`src/rtl/bm_pkg.sv`:
```
`timescale 1ns/1ps
package bm_pkg;
  localparam int unsigned ACC_W     = 48;
  localparam int unsigned ISSUE_GAP = 4;
  localparam int unsigned MUL_LAT   = 6;

  typedef enum logic [1:0] {
    PH_LL = 2'd0,
    PH_LH = 2'd1,
    PH_HL = 2'd2,
    PH_HH = 2'd3
  } ph_e;
endpackage

```
`src/rtl/bm_shift_delay.sv`:
```
`timescale 1ns/1ps
module bm_shift_delay #(
  parameter int unsigned W = 32,
  parameter int unsigned D = 6
) (
  input  logic         clk,
  input  logic [W-1:0] din,
  output logic [W-1:0] dout
);
  generate
    if (D == 0) begin : g_wire
      assign dout = din;
    end else begin : g_sr
      logic [W-1:0] sr [D];
      always_ff @(posedge clk) begin
        sr[0] <= din;
        for (int i = 1; i < D; i++) sr[i] <= sr[i-1];
      end
      assign dout = sr[D-1];
    end
  endgenerate
endmodule

```
`src/rtl/bm_mac_mul.sv`:
```
`timescale 1ns/1ps
module bm_mac_mul #(
  parameter int unsigned OPW = 33,
  parameter int unsigned PW  = 17
) (
  input  logic              clk,
  input  logic              rst,
  input  logic              start,
  input  logic [OPW-1:0]    x,
  input  logic [OPW-1:0]    y,
  output logic              done,
  output logic [2*OPW-1:0]  prod
);
  import bm_pkg::*;
  localparam int unsigned HIW  = OPW - PW;
  localparam int unsigned ACC  = ACC_W;
  localparam int unsigned TOPW = 2*OPW - 2*PW;

  logic [OPW-1:0] xr, yr;
  logic [3:0]     vs;
  logic           sel_v, mval, aval;
  ph_e            sel_t, mtag, atag;
  logic [PW-1:0]  xl, xh, yl, yh, sel_x, sel_y, ma, mb;
  logic [PW-1:0]  low0, low1;
  logic [2*PW-1:0] pp;
  logic [ACC-1:0] acc, cin, mac_d;

  always_comb begin
    sel_t = PH_LL;
    if (vs[1]) sel_t = PH_LH;
    if (vs[2]) sel_t = PH_HL;
    if (vs[3]) sel_t = PH_HH;
    xl = xr[PW-1:0];
    yl = yr[PW-1:0];
    xh = {{(PW-HIW){1'b0}}, xr[OPW-1:PW]};
    yh = {{(PW-HIW){1'b0}}, yr[OPW-1:PW]};
    sel_x = (sel_t == PH_HL || sel_t == PH_HH) ? xh : xl;
    sel_y = (sel_t == PH_LH || sel_t == PH_HH) ? yh : yl;
  end

  assign sel_v = |vs;

  always_comb begin
    case (mtag)
      PH_LL:   cin = '0;
      PH_HL:   cin = acc;
      default: cin = acc >> PW;
    endcase
  end

  assign pp    = ma * mb;
  assign mac_d = {{(ACC-2*PW){1'b0}}, pp} + cin;

  always_ff @(posedge clk) begin
    if (rst) begin
      vs   <= '0;
      mval <= 1'b0;
      aval <= 1'b0;
    end else begin
      vs   <= {vs[2:0], start};
      mval <= sel_v;
      aval <= mval;
    end
  end

  always_ff @(posedge clk) begin
    if (start) begin
      xr <= x;
      yr <= y;
    end
    if (sel_v) begin
      ma   <= sel_x;
      mb   <= sel_y;
      mtag <= sel_t;
    end
    if (mval) begin
      acc  <= mac_d;
      atag <= mtag;
    end
    if (aval && atag == PH_LL) low0 <= acc[PW-1:0];
    if (aval && atag == PH_HL) low1 <= acc[PW-1:0];
  end

  assign done = aval && (atag == PH_HH);
  assign prod = {acc[TOPW-1:0], low1, low0};
endmodule

```
`src/rtl/barrett_mulmod.sv`:
```
`timescale 1ns/1ps
module barrett_mulmod #(
  parameter int unsigned W = 32
) (
  input  logic          clk,
  input  logic          rst,
  input  logic          in_valid,
  output logic          in_ready,
  input  logic [W-1:0]  in_a,
  input  logic [W-1:0]  in_b,
  input  logic [W-1:0]  in_p,
  input  logic [W:0]    in_mu,
  output logic          out_valid,
  output logic [W-1:0]  out_res
);
  import bm_pkg::*;
  localparam int unsigned OPW = W + 1;
  localparam int unsigned PW  = W/2 + 1;
  localparam int unsigned PRW = 2*OPW;
  localparam int unsigned RW  = W + 2;
  localparam int unsigned SLW = $clog2(ISSUE_GAP);

  logic [SLW-1:0] slot;
  logic           accept, done1, done2, done3;
  logic [PRW-1:0] prod1, prod2, prod3;
  logic [W:0]     mu_d;
  logic [RW-1:0]  ab_d, r_raw, r1, r2, p_ext;
  logic [W-1:0]   p_mid, p_fin;
  logic           unused_bits;

  always_ff @(posedge clk) begin
    if (rst) slot <= '0;
    else     slot <= slot + 1'b1;
  end

  assign in_ready = !rst && (slot == '0);
  assign accept   = in_valid && in_ready;

  bm_mac_mul #(.OPW(OPW), .PW(PW)) u_m_ab (
    .clk(clk), .rst(rst), .start(accept),
    .x({1'b0, in_a}), .y({1'b0, in_b}),
    .done(done1), .prod(prod1)
  );

  bm_shift_delay #(.W(OPW), .D(MUL_LAT)) u_d_mu (
    .clk(clk), .din(in_mu), .dout(mu_d)
  );

  bm_mac_mul #(.OPW(OPW), .PW(PW)) u_m_q (
    .clk(clk), .rst(rst), .start(done1),
    .x(prod1[2*W-1:W-1]), .y(mu_d),
    .done(done2), .prod(prod2)
  );

  bm_shift_delay #(.W(RW), .D(2*MUL_LAT)) u_d_ab (
    .clk(clk), .din(prod1[RW-1:0]), .dout(ab_d)
  );

  bm_shift_delay #(.W(W), .D(2*MUL_LAT)) u_d_p1 (
    .clk(clk), .din(in_p), .dout(p_mid)
  );

  bm_mac_mul #(.OPW(OPW), .PW(PW)) u_m_qp (
    .clk(clk), .rst(rst), .start(done2),
    .x(prod2[PRW-1:W+1]), .y({1'b0, p_mid}),
    .done(done3), .prod(prod3)
  );

  bm_shift_delay #(.W(W), .D(MUL_LAT)) u_d_p2 (
    .clk(clk), .din(p_mid), .dout(p_fin)
  );

  assign p_ext = {2'b00, p_fin};
  assign r_raw = ab_d - prod3[RW-1:0];
  assign r1    = (r_raw >= p_ext) ? r_raw - p_ext : r_raw;
  assign r2    = (r1 >= p_ext) ? r1 - p_ext : r1;

  always_ff @(posedge clk) begin
    if (rst) out_valid <= 1'b0;
    else     out_valid <= done3;
    if (done3) out_res <= r2[W-1:0];
  end

  assign unused_bits = ^{prod1[PRW-1:2*W], prod2[W:0], prod3[PRW-1:RW]};
endmodule

```
`config.mk`:
```
export PLATFORM = sky130hd
export DESIGN_NAME = barrett_mulmod
export DESIGN_NICKNAME = d
export VERILOG_FILES = /design/src/rtl/bm_pkg.sv /design/src/rtl/bm_shift_delay.sv /design/src/rtl/bm_mac_mul.sv /design/src/rtl/barrett_mulmod.sv
export SDC_FILE = /design/constraint.sdc
export NUM_CORES = 2
export LEC_CHECK = 0
export BUFFER_PORTS_ARGS = -buffer_cell sky130_fd_sc_hd__buf_4
export CAP_MARGIN = 5
export CELL_PAD_IN_SITES_DETAIL_PLACEMENT = 1
export CELL_PAD_IN_SITES_GLOBAL_PLACEMENT = 2
export CORE_AREA = 2 2 454 456
export CTS_CLUSTER_SIZE = 16
export DETAILED_ROUTE_END_ITERATION = 16
export DIE_AREA = 0 0 456 458
export GPL_TIMING_DRIVEN = 0
export PLACE_DENSITY_LB_ADDON = 0.1
export SYNTH_ARGS = -nofsm -noshare
export SYNTH_HDL_FRONTEND = slang
export SYNTH_SLANG_ARGS = --single-unit
```
`constraint.sdc`:
```
create_clock -name clk -period 12 [get_ports clk]
set_clock_uncertainty 0.15 [all_clocks]
set_input_delay 1.8 -clock clk [delete_from_list [all_inputs] [get_ports clk]]
set_output_delay 1.8 -clock clk [all_outputs]
set_load 0.005 [all_outputs]
```
==> results by group <==
Synth
  – Ys flop type: dfxtp_1
  – Top-area cell type share of the netlist area: 0.297
  – Warning count from the yosys run: 0
  – Top-count cell post-synth: dfxtp_1
  – Avg Inst Size Synth: 12.1 sq um
  – Main area contributors after synthesis: dfxtp_1 30%, edfxtp_1 21%, fa_1 19%
  – Cells after synthesis: 6695
  – Number of synthesized flops with an enable pin: 554
  – Synth cell types: 71
  – Synthesized area: 81100 sq um
  – Sequential fraction of the synthesis area: 0.502
  – Leading area contributor after synthesis: dfxtp_1
  – Syn_nets: 8038
  – Post-synthesis async set-or-reset flop share: 0
  – Synthesized flop and latch total: 1757
  – Synth top cells by count: 1203 x dfxtp_1, 1035 x inv_1, 777 x fa_1, 771 x nand2_1, 554 x edfxtp_1

Power and ir drop
  – Clock share of power: 0.286
  – Seq pwr share: 0.356
  – Cell Int Power: 12.9 mW
  – PD cells: 212 nW/um^2
  – Maximum VDD drop: 0.000461 V
  – Leakage Power: 40.6 nW
  – Sw frac: 0.339
  – Combinational share of power: 0.358
  – Net switching power: 6.63 mW

Critical path
  – Cell count of the worst reg-to-reg path: 38
  – Data arrival, critical path: 11330 ps
  – Crit. Startpoint: u_m_qp.low0[1]
  – CP dominant cell by count: a21oi_1
  – Critical-path maximum fanout: 10
  – Internal reg-to-reg setup slack: 1090 ps
  – CP required: 12420 ps
  – CP max-delay cell: clkbuf_1
  – RR Endpoint: out_res[30]
  – Worst Setup EP: out_res[30]
  – Worst path max stage delay: 750 ps
  – Critical setup path kind: flop to flop
  – Setup crit start kind: flop
  – R2r startpoint: u_m_qp.low0[1]
  – Worst Setup End Kind: flop

Finish
  – Fill count: 21300
  – Nets: 8390
  – Reg area: 40700 sq um
  – Multi-input logic area: 35800 sq um
  – Area growth from synthesis to layout: 13.5%
  – Post-layout util: 0.452
  – Layout cells sized above 1: 0.0904

Routing
  – 1st-pass router iterations: 5
  – DRC Markers: 0
  – Vias per cell: 4.78
  – Vias: 47200
  – Initial DRC Count: 2246
  – Antenna Nets Post-Route: 0
  – Final WL: 204000 um
  – Drt wl/cell: 20.6 um

STA
  – Maximum operating frequency: 0.0917 GHz
  – Slew @ Worst Pin: 1240 ps
  – Sum Neg Setup Slack: 0 ps
  – Final period util: 0.909
  – Slew Limit Headroom: 0.176
  – Setup Viol. Count Final: 0
  – RSZ-0062 raised after global routing: no
  – Final hold violations: 0
  – Slew Limit Fails: 0
  – Min Hold Slack: 97.1 ps
  – Fin crit period: 10910 ps

Die
  – Overall die height: 458 um
  – Row count: 166
  – Core Region: 204000 sq um
  – Die area: 209000 sq um
  – # IOs: 166
  – Die width: 456 um
  – Starting Density: 0.398

Clocking
  – Post-CTS Setup Bufs: 0
  – Clk slew on worst S/H paths: 70 ps
  – Post-CTS Hold Buffers: 0
  – Clock Sinks: 1757
  – Clock latency on the worst-skew pair: 870 ps
  – Cts repair resizes: 0
  – Root Driver: clkbuf_16
  – CTS tree: yes
  – CTS HTree Levels: 4
  – TritonCTS Buffers: 174
  – CTS Buffer Depth: 3

GRT
  – Vias in the first global route: 51800
  – Total gr overflow: 0
  – Total GRT Usage: 0.198
  – Initial antenna violation count: 7
  – First-pass GRT wire length: 313000 um
  – Maximum number of pins on one net before global-route repair: 68

Placement
  – Final Wtd Congestion: 0.855
  – Post-DP HPWL: 163000 um
  – Count of input and output buffers: 165

Run
  – Max cap viols: 0

Min path
  – HP Class: flop to flop

Status
  – Outcome: complete, no violations
[registers in the layout, indices dropped and copies added, names as in the netlist, 32 cells and up]
register        cells
out_res            32
u_d_mu.g_sr.sr    198
u_d_ab.g_sr.sr    408
u_m_qp.yr          32
u_m_ab.acc         48
u_m_ab.yr          32
u_m_q.xr           33
u_m_q.yr           33
u_m_qp.acc         48
u_m_ab.xr          32
u_m_qp.xr          33
u_d_p1.g_sr.sr    384
u_d_p2.g_sr.sr    192
u_m_q.acc          48
[per-layer routing]
layer	track usage	vias to the layer above	wire length, um
met4	0.0737	0	7660
met1	0.247	24200	87400
met5	0	-	0
li1	-	22100	-
met2	0.350	699	103000
met3	0.0266	295	6040
[per-stage QoR]
step           cells  instance area (sq um)  setup WS [ps]  total power [mW]
6_report        9885                  92100           1090              19.5
5_1_grt         9884                  92100            520              20.9
4_1_cts         9882                  92100            885              19.8
3_5_place_dp    9559                  86000            906              14.1
3_3_place_gp    9548                  85700            925              14.0
2_1_floorplan   6695                  81100           4000              12.2
[worst min-delay path by stage]
stage                          start                      to  slack, ps  depth (start not counted)
6_report       u_d_p2.g_sr.sr[2][30]   u_d_p2.g_sr.sr[3][30]        100                          0
2_1_floorplan  u_d_ab.g_sr.sr[0][66]  u_d_ab.g_sr.sr[0][100]        160                          0
4_1_cts        u_d_p2.g_sr.sr[2][30]   u_d_p2.g_sr.sr[3][30]         90                          0
3_3_place_gp   u_d_mu.g_sr.sr[3][25]   u_d_mu.g_sr.sr[4][25]        160                          0
5_1_grt        u_d_p1.g_sr.sr[1][48]   u_d_p1.g_sr.sr[1][80]         90                          0
3_5_place_dp    u_d_ab.g_sr.sr[0][2]   u_d_ab.g_sr.sr[0][36]        160                          0
[area by class of cell]
type	count	share of cell area
clock buffers	248	0.0556
clock inverters	75	0.0110
plain buffers	192	0.00844
flip-flops and latches	1757	0.442
multi-input cells	3711	0.388
inverters	1035	0.0422
repair buffers	176	0.0156
well taps	2688	0.0365
diodes	3	0.0000815
[power by group through the flow]
stage | Sequential (mW) | Clock [mW] | Combinational, mW
CTS | 6.96 | 5.78 | 7.06
detailed placement | 7.09 | 0 | 7.02
global route | 6.98 | 6.02 | 7.91
finish | 6.95 | 5.59 | 6.99
floorplan | 6.95 | 0 | 5.20
global placement | 7.09 | 0 | 6.86
[cell usage in the layout (no fill, tap or decap), types with 23 or more instances in the layout]
master / netlist / routed
a21o_1: 94 / 94
dfxtp_1: 1203 / 1200
nand2b_1: 25 / 25
mux2_4: 28 / 28
a31oi_1: 23 / 23
clkbuf_8: 0 / 34
mux2_2: 127 / 127
edfxtp_1: 554 / 554
clkbuf_1: 176 / 209
xor2_1: 54 / 54
and3_1: 30 / 27
o21ai_0: 125 / 125
ha_1: 434 / 434
nor2_1: 152 / 152
nor2b_1: 39 / 39
nand2_1: 771 / 771
nand4_1: 24 / 24
nand3_1: 40 / 40
and2_1: 333 / 332
nor3_1: 26 / 26
a21oi_1: 205 / 204
xnor2_1: 127 / 127
clkbuf_16: 0 / 181
inv_1: 1035 / 1035
o21a_1: 31 / 31
fa_1: 777 / 777
buf_4: 1 / 166
[critical path, delay by kind of cell, from the launching register on]
kind                       cells  cell delay (ps)
AOI/OAI and AO/OA             14             3570
and+or+nand+nor               10             2130
buffers and inverters          7             2000
adders and majority gates      4             1250
muxes                          2              770
DFF                            1              370
xor gates and xnor gates       1              360
[kinds of logic after synthesis]
logic type / synth area share
flip-flops: 0.502
AND/OR/NAND/NOR: 0.0871
buffers and inverters: 0.0575
adder cells (fa/ha/maj): 0.259
AO/OA/AOI/OAI: 0.0513
XOR/XNOR: 0.0195
multiplexers: 0.0239
Power figures use the tool's default switching activity.
